<file path="config.mk">
export PLATFORM = sky130hd
export DESIGN_NAME = cmd_mailbox
export DESIGN_NICKNAME = d
export VERILOG_FILES = /design/src/rtl/mbx_pkg.sv /design/src/rtl/mbx_ctrl.sv /design/src/rtl/mbx_datapath.sv /design/src/rtl/cmd_mailbox.sv
export SDC_FILE = /design/constraint.sdc
export NUM_CORES = 2
export LEC_CHECK = 0
export ABC_AREA = 1
export ABC_CLOCK_PERIOD_IN_PS = 33100
export BUFFER_PORTS_ARGS = -buffer_cell sky130_fd_sc_hd__buf_2
export CAP_MARGIN = 20
export CORE_MARGIN = 3
export CORE_UTILIZATION = 45
export CTS_BUF_LIST = sky130_fd_sc_hd__clkbuf_2 sky130_fd_sc_hd__clkbuf_4 sky130_fd_sc_hd__clkbuf_8
export CTS_CLUSTER_SIZE = 40
export DETAILED_ROUTE_END_ITERATION = 10
export PLACE_DENSITY = 0.59
export SETUP_SLACK_MARGIN = 0.1
export SLEW_MARGIN = 20
export SYNTH_ARGS = -nofsm -noshare
export SYNTH_HDL_FRONTEND = slang
export SYNTH_SLANG_ARGS = --single-unit
</file>
<file path="constraint.sdc">
create_clock -name clk -period 33.1 [get_ports clk]
set_input_delay 1.655 -clock clk [delete_from_list [all_inputs] [get_ports clk]]
set_output_delay 1.655 -clock clk [all_outputs]
set_load 0.1 [all_outputs]
</file>
<file path="src/rtl/mbx_pkg.sv">
package mbx_pkg;
  localparam int DATA_W    = 32;
  localparam int NUM_ARGS  = 16;
  localparam int ADDR_W    = 6;
  localparam int ARG_IDX_W = $clog2(NUM_ARGS);

  // Word indices of the register map
  localparam int WI_CMD    = 16;
  localparam int WI_RET    = 32;
  localparam int WI_RES    = 33;
  localparam int WI_QSTAT  = 49;
  localparam int WI_CAUSE  = 50;
  localparam int WI_MASK   = 51;

  // Cause bit positions
  localparam int CB_DONE = 0;
  localparam int CB_OVF  = 17;
  localparam int CB_FULL = 18;
  localparam int QSTAT_RDY_BIT = 8;

  localparam logic [DATA_W-1:0] CAUSE_ALL =
    (DATA_W'(1) << CB_DONE) | (DATA_W'(1) << CB_OVF) | (DATA_W'(1) << CB_FULL);

  typedef struct packed {
    logic argWr;
    logic push;
    logic pop;
    logic done;
  } mbxStrobes_t;
endpackage

</file>
<file path="src/rtl/mbx_ctrl.sv">
module mbx_ctrl
  import mbx_pkg::*;
#(
  parameter int DEPTH = 4,
  localparam int CNT_W = $clog2(DEPTH + 1)
) (
  input  logic              clk,
  input  logic              rstN,
  input  logic              busWe,
  input  logic [ADDR_W-1:0] busAddr,
  input  logic [DATA_W-1:0] busWdata,
  input  logic              cmdReady,
  input  logic              doneStrobe,
  output mbxStrobes_t       strobes,
  output logic [CNT_W-1:0]  count,
  output logic [DATA_W-1:0] cause,
  output logic [DATA_W-1:0] mask,
  output logic              cmdValid,
  output logic              irq
);
  logic cmdWr, causeWr, maskWr, isFull;
  logic [CNT_W-1:0]  countNext;
  logic [DATA_W-1:0] causeSet, causeClr;

  assign cmdWr   = busWe && (int'(busAddr) == WI_CMD);
  assign causeWr = busWe && (int'(busAddr) == WI_CAUSE);
  assign maskWr  = busWe && (int'(busAddr) == WI_MASK);
  assign isFull  = (int'(count) == DEPTH);
  assign cmdValid = (count != '0);

  always_comb begin
    strobes       = '0;
    strobes.argWr = busWe && (int'(busAddr) < NUM_ARGS);
    strobes.push  = cmdWr && !isFull;
    strobes.pop   = cmdValid && cmdReady;
    strobes.done  = doneStrobe;
  end

  assign countNext = count + CNT_W'(strobes.push) - CNT_W'(strobes.pop);

  always_comb begin
    causeSet = '0;
    causeSet[CB_DONE] = doneStrobe;
    causeSet[CB_OVF]  = cmdWr && isFull;
    causeSet[CB_FULL] = (int'(countNext) == DEPTH) && !isFull;
    causeClr = causeWr ? busWdata : '0;
  end

  always_ff @(posedge clk) begin
    if (!rstN) begin
      count <= '0;
      cause <= '0;
      mask  <= '1;
    end else begin
      count <= countNext;
      cause <= ((cause & ~causeClr) | causeSet) & CAUSE_ALL;
      if (maskWr) mask <= busWdata;
    end
  end

  assign irq = |(cause & ~mask & CAUSE_ALL);

  AST_COUNT_BOUND: assert property (@(posedge clk) disable iff (!rstN)
    int'(count) <= DEPTH);
  AST_FULL_DROP: assert property (@(posedge clk) disable iff (!rstN)
    (cmdWr && isFull) |=> cause[CB_OVF]);
  AST_FULL_FLAG: assert property (@(posedge clk) disable iff (!rstN)
    $rose(int'(count) == DEPTH) |-> cause[CB_FULL]);
  AST_DONE_CAUSE: assert property (@(posedge clk) disable iff (!rstN)
    doneStrobe |=> cause[CB_DONE]);
  AST_W1C_DONE: assert property (@(posedge clk) disable iff (!rstN)
    (causeWr && busWdata[CB_DONE] && !doneStrobe) |=> !cause[CB_DONE]);
  AST_PAIR_HOLD: assert property (@(posedge clk) disable iff (!rstN)
    (cmdWr && !isFull && cmdValid && cmdReady) |=> $stable(count));
endmodule

</file>
<file path="src/rtl/mbx_datapath.sv">
module mbx_datapath
  import mbx_pkg::*;
#(
  parameter int DEPTH = 4,
  localparam int CNT_W = $clog2(DEPTH + 1),
  localparam int PTR_W = (DEPTH > 1) ? $clog2(DEPTH) : 1,
  localparam int ARGS_W = NUM_ARGS * DATA_W
) (
  input  logic              clk,
  input  logic              rstN,
  input  mbxStrobes_t       strobes,
  input  logic [ADDR_W-1:0] busAddr,
  input  logic [DATA_W-1:0] busWdata,
  input  logic [CNT_W-1:0]  count,
  input  logic [DATA_W-1:0] cause,
  input  logic [DATA_W-1:0] mask,
  input  logic              coprocReady,
  input  logic [DATA_W-1:0] doneCode,
  input  logic [ARGS_W-1:0] doneStatus,
  output logic [DATA_W-1:0] cmdWord,
  output logic [ARGS_W-1:0] cmdArgs,
  output logic [DATA_W-1:0] busRdata
);
  logic [DATA_W-1:0] argRegs [NUM_ARGS];
  logic [DATA_W-1:0] resWords[NUM_ARGS];
  logic [DATA_W-1:0] retCode;
  logic [ARGS_W-1:0] argFlat;
  logic [DATA_W-1:0] qCmd [DEPTH];
  logic [ARGS_W-1:0] qArgs[DEPTH];
  logic [PTR_W-1:0]  wrPtr, rdPtr;

  for (genvar i = 0; i < NUM_ARGS; i++) begin : g_args
    assign argFlat[i*DATA_W +: DATA_W] = argRegs[i];
    always_ff @(posedge clk) begin
      if (!rstN) begin
        argRegs[i]  <= '0;
        resWords[i] <= '0;
      end else begin
        if (strobes.argWr && (int'(busAddr[ARG_IDX_W-1:0]) == i))
          argRegs[i] <= busWdata;
        if (strobes.done)
          resWords[i] <= doneStatus[i*DATA_W +: DATA_W];
      end
    end
  end

  always_ff @(posedge clk) begin
    if (!rstN) begin
      retCode <= '0;
      wrPtr   <= '0;
      rdPtr   <= '0;
    end else begin
      if (strobes.done) retCode <= doneCode;
      if (strobes.push) begin
        qCmd[wrPtr]  <= busWdata;
        qArgs[wrPtr] <= argFlat;
        wrPtr <= (int'(wrPtr) == DEPTH - 1) ? '0 : wrPtr + 1'b1;
      end
      if (strobes.pop)
        rdPtr <= (int'(rdPtr) == DEPTH - 1) ? '0 : rdPtr + 1'b1;
    end
  end

  assign cmdWord = qCmd[rdPtr];
  assign cmdArgs = qArgs[rdPtr];

  always_comb begin
    busRdata = '0;
    for (int i = 0; i < NUM_ARGS; i++) begin
      if (int'(busAddr) == i)          busRdata = argRegs[i];
      if (int'(busAddr) == WI_RES + i) busRdata = resWords[i];
    end
    case (int'(busAddr))
      WI_RET:   busRdata = retCode;
      WI_QSTAT: begin
        busRdata[CNT_W-1:0]     = count;
        busRdata[QSTAT_RDY_BIT] = coprocReady;
      end
      WI_CAUSE: busRdata = cause;
      WI_MASK:  busRdata = mask;
      default: ;
    endcase
  end

  AST_PTR_GAP: assert property (@(posedge clk) disable iff (!rstN)
    (int'(count) % DEPTH) == ((int'(wrPtr) - int'(rdPtr) + DEPTH) % DEPTH));
  AST_POP_NONEMPTY: assert property (@(posedge clk) disable iff (!rstN)
    strobes.pop |-> (count != '0));
endmodule

</file>
<file path="src/rtl/cmd_mailbox.sv">
module cmd_mailbox
  import mbx_pkg::*;
#(
  parameter int DEPTH = 4
) (
  input  logic                        clk,
  input  logic                        rstN,
  input  logic                        busWe,
  input  logic [5:0]                  busAddr,
  input  logic [31:0]                 busWdata,
  output logic [31:0]                 busRdata,
  input  logic                        coprocReady,
  output logic                        cmdValid,
  input  logic                        cmdReady,
  output logic [31:0]                 cmdWord,
  output logic [511:0]                cmdArgs,
  input  logic                        doneStrobe,
  input  logic [31:0]                 doneCode,
  input  logic [511:0]                doneStatus,
  output logic                        irq
);
  localparam int CNT_W = $clog2(DEPTH + 1);

  mbxStrobes_t       strobes;
  logic [CNT_W-1:0]  count;
  logic [DATA_W-1:0] cause, mask;

  mbx_ctrl #(.DEPTH(DEPTH)) u_ctrl (
    .clk(clk), .rstN(rstN), .busWe(busWe), .busAddr(busAddr),
    .busWdata(busWdata), .cmdReady(cmdReady), .doneStrobe(doneStrobe),
    .strobes(strobes), .count(count), .cause(cause), .mask(mask),
    .cmdValid(cmdValid), .irq(irq)
  );

  mbx_datapath #(.DEPTH(DEPTH)) u_dp (
    .clk(clk), .rstN(rstN), .strobes(strobes), .busAddr(busAddr),
    .busWdata(busWdata), .count(count), .cause(cause), .mask(mask),
    .coprocReady(coprocReady), .doneCode(doneCode), .doneStatus(doneStatus),
    .cmdWord(cmdWord), .cmdArgs(cmdArgs), .busRdata(busRdata)
  );

  AST_IRQ_ALL_MASKED: assert property (@(posedge clk) disable iff (!rstN)
    (mask[CB_DONE] && mask[CB_OVF] && mask[CB_FULL]) |-> !irq);
  AST_IRQ_DONE_OPEN: assert property (@(posedge clk) disable iff (!rstN)
    (cause[CB_DONE] && !mask[CB_DONE]) |-> irq);
endmodule

</file>
==> impl_metrics.json <==
{
  "powerDensity_mw_per_mm2": 86.5,
  "critPathArrivalTime_ps": 7140,
  "internal_power_uw": 7100,
  "min_period_ps": 8800,
  "synth_top_cell_area_share": 0.744,
  "post_synth_inst_count": 10505,
  "postPlaceCellArea_sq_mm": 0.139,
  "p_clk_frac": 0.275,
  "maxSlewViolCount": 0,
  "synth.distinct_cells": 33,
  "path_common_cell": "buf_4",
  "ios": 1166,
  "crit_slowest_cell": "o22ai_1",
  "crit_type": "flip-flop to output port",
  "vias_per_cell": 5.93,
  "hold_viol": 0,
  "period_share": 0.266,
  "nNetsFinal": 12342,
  "finalWeightedCongestion": 1.00,
  "vias": 94613,
  "synth_area_sq_mm": 0.129,
  "cts_resized": 0,
  "cp-end-kind": "output port",
  "detail_route.wl_per_cell_microns": 33.2,
  "cp.required_ps": 31440,
  "cts_max_path_buffers": 4,
  "grt_pass1_wl_microns": 704000,
  "die_w_microns": 542,
  "grt_pass1_vias": 87198,
  "stdcell_count": 15963,
  "final_cell_area_sq_mm": 0.150,
  "synth_seq_cells": 3276,
  "outcome": "finished, final reports clean",
  "cts.sinks": 3276,
  "dpl.cell_count": 14953,
  "ys_warn_count": 0,
  "drive_gt1_frac": 0.195,
  "worst-path-max-fanout": 115,
  "grt_max_degree": 206,
  "ir_worst_vdd_uv": 132,
  "relSlewSlack": 0.173,
  "tightest_slew_ps": 1240,
  "seqPwrFrac": 0.372,
  "critPathMaxStageDelay_ps": 840,
  "ctsHoldBuffers": 0,
  "cts_setup_buffers": 0,
  "initial_utilization": 0.453,
  "synth_largest_area_cell": "edfxtp_1",
  "grt.total_usage": 0.349,
  "setup_viol": 0,
  "dieArea_sq_mm": 0.294,
  "post-synth-top-count-cell": "edfxtp_1",
  "cp_cell_sequence": "inv_8 -> buf_4 -> buf_4 -> buf_4 -> buf_4 -> o21ai_0 -> o22ai_1 -> buf_2",
  "grt_overflow": 0,
  "rsz0062_at_grt": "no",
  "drt-total-wl_microns": 531000,
  "area_growth_pct": 15.9,
  "coreArea_sq_mm": 0.285,
  "cap_viol_max_count": 0,
  "pre_cts_slack_ps": 24700,
  "ys_seq_area_frac": 0.756,
  "startpoint_type": "flip-flop",
  "yosys-top-cells-count": "3200 x edfxtp_1, 2263 x nor2_1, 1163 x o21ai_0, 1042 x nand2_1, 804 x inv_1",
  "holdCritPathClass": "flip-flop to flip-flop",
  "drt.antenna.violating_nets": 0,
  "die_y_microns": 542,
  "fmax_ghz": 0.114,
  "skew_ps": 73.9,
  "clk_latency_ps": 1190,
  "rows": 196,
  "antenna_found_initial": 108,
  "power.leakage_uw": 0.0556,
  "power_switching_uw": 5850,
  "synth-edff-count": 3200,
  "first_pass_iters": 8,
  "synth-main-ff-cell": "edfxtp_1",
  "htreeDepth": 6,
  "fin_ws_ps": 24300,
  "netlist_top_cells_area": "edfxtp_1 74%, nor2_1 6.6%, o21ai_0 4.5%",
  "clkTransAtPathRegs_ps": 60,
  "comb_power_share": 0.353,
  "portBuffers": 1165,
  "root_buffer": "clkbuf_8",
  "dp_hpwl_microns": 361000,
  "drt_iter0_markers": 14420,
  "drc": 0,
  "cts_tree": "yes",
  "cts_buffers": 551,
  "tns_ps": 0,
  "avgSynthCellArea_sq_um": 12.3,
  "synth_fp_nets": 11101,
  "switching_share": 0.452,
  "synthArstFlopShare": 0
}
cell type report:
class / count / area, sq um
well taps: 3762 / 4710
diodes: 46 / 115
clock buffers: 733 / 9010
flip-flops and latches: 3276 / 97600
inverters: 852 / 3220
multi-input cells: 5734 / 26200
fillers: 24883 / 136000
clock inverters: 229 / 1620
repair buffers: 1331 / 7270
through the flow:
step                      power (uW)  hold slack [ps]  utilization
after CTS                      12900              477        0.524
after detailed placement        9440              463        0.487
after global placement          9410              456        0.487
final                          13000              475        0.525
after global routing           13300              486        0.525
after floorplan                 8160              446            -
power groups by stage:
stage                     Sequential [uW]  Clock [uW]  Combinational, uW
after floorplan                      4800           0               3360
after global placement               4890           0               4510
after detailed placement             4890           0               4540
after CTS                            4810        3580               4550
after global routing                 4810        3770               4680
final                                4820        3560               4570
flip-flops by register name, indices dropped and copies added, names as in the netlist, named ones only:
name,cells
u_ctrl.cause,3
u_ctrl.count,3
u_ctrl.mask,32
u_dp.argRegs,512
u_dp.qArgs,2048
u_dp.qCmd,128
u_dp.rdPtr,2
u_dp.resWords,512
u_dp.retCode,32
u_dp.wrPtr,2
critical path, delay by kind of cell (launching register included):
| family | cells | cell delay [ps] |
|---|---|---|
| AO/OA/AOI/OAI | 2 | 1020 |
| buffers and inverters | 6 | 4100 |
| flip-flops | 1 | 580 |
cells in the final DEF, fill, tap and decap left out, drive strengths merged, types with 177 or more instances in the layout:
cell type	instances
nand2	1042
buf	1331
o22ai	550
inv	881
clkinv	177
nand4	196
edfxtp	3200
o21ai	1163
nor2	2284
clkbuf	733
per-layer routing:
metal / up-vias / GRT usage / share of wire
met4: 24 / 0.200 / 0.066
li1: 39364 / - / -
met1: 47325 / 0.465 / 0.37
met2: 6719 / 0.523 / 0.44
met5: - / 0 / 0.00031
met3: 1181 / 0.0856 / 0.12
cells by family after synthesis:
family	after synthesis	share of synthesized area
flops	3276	0.756
xor+xnor	1	0.0000678
fa+ha+maj	8	0.000833
compound gates	1914	0.0802
buf+inv	1495	0.0440
simple gates	3811	0.119
worst paths after layout:
kind	endpoint	cells after the start	from	slack (ps)
worst min-delay path	u_dp.retCode[3]	2	u_dp.retCode[3]	480
worst max-delay path	cmdArgs[211]	8	flip-flop	24300
worst min register to register	u_dp.retCode[3]	2	u_dp.retCode[3]	480
worst max register to register	u_dp.qArgs[1][240]	11	u_ctrl.count[1]	27100
(Power assumes the default switching activity.)
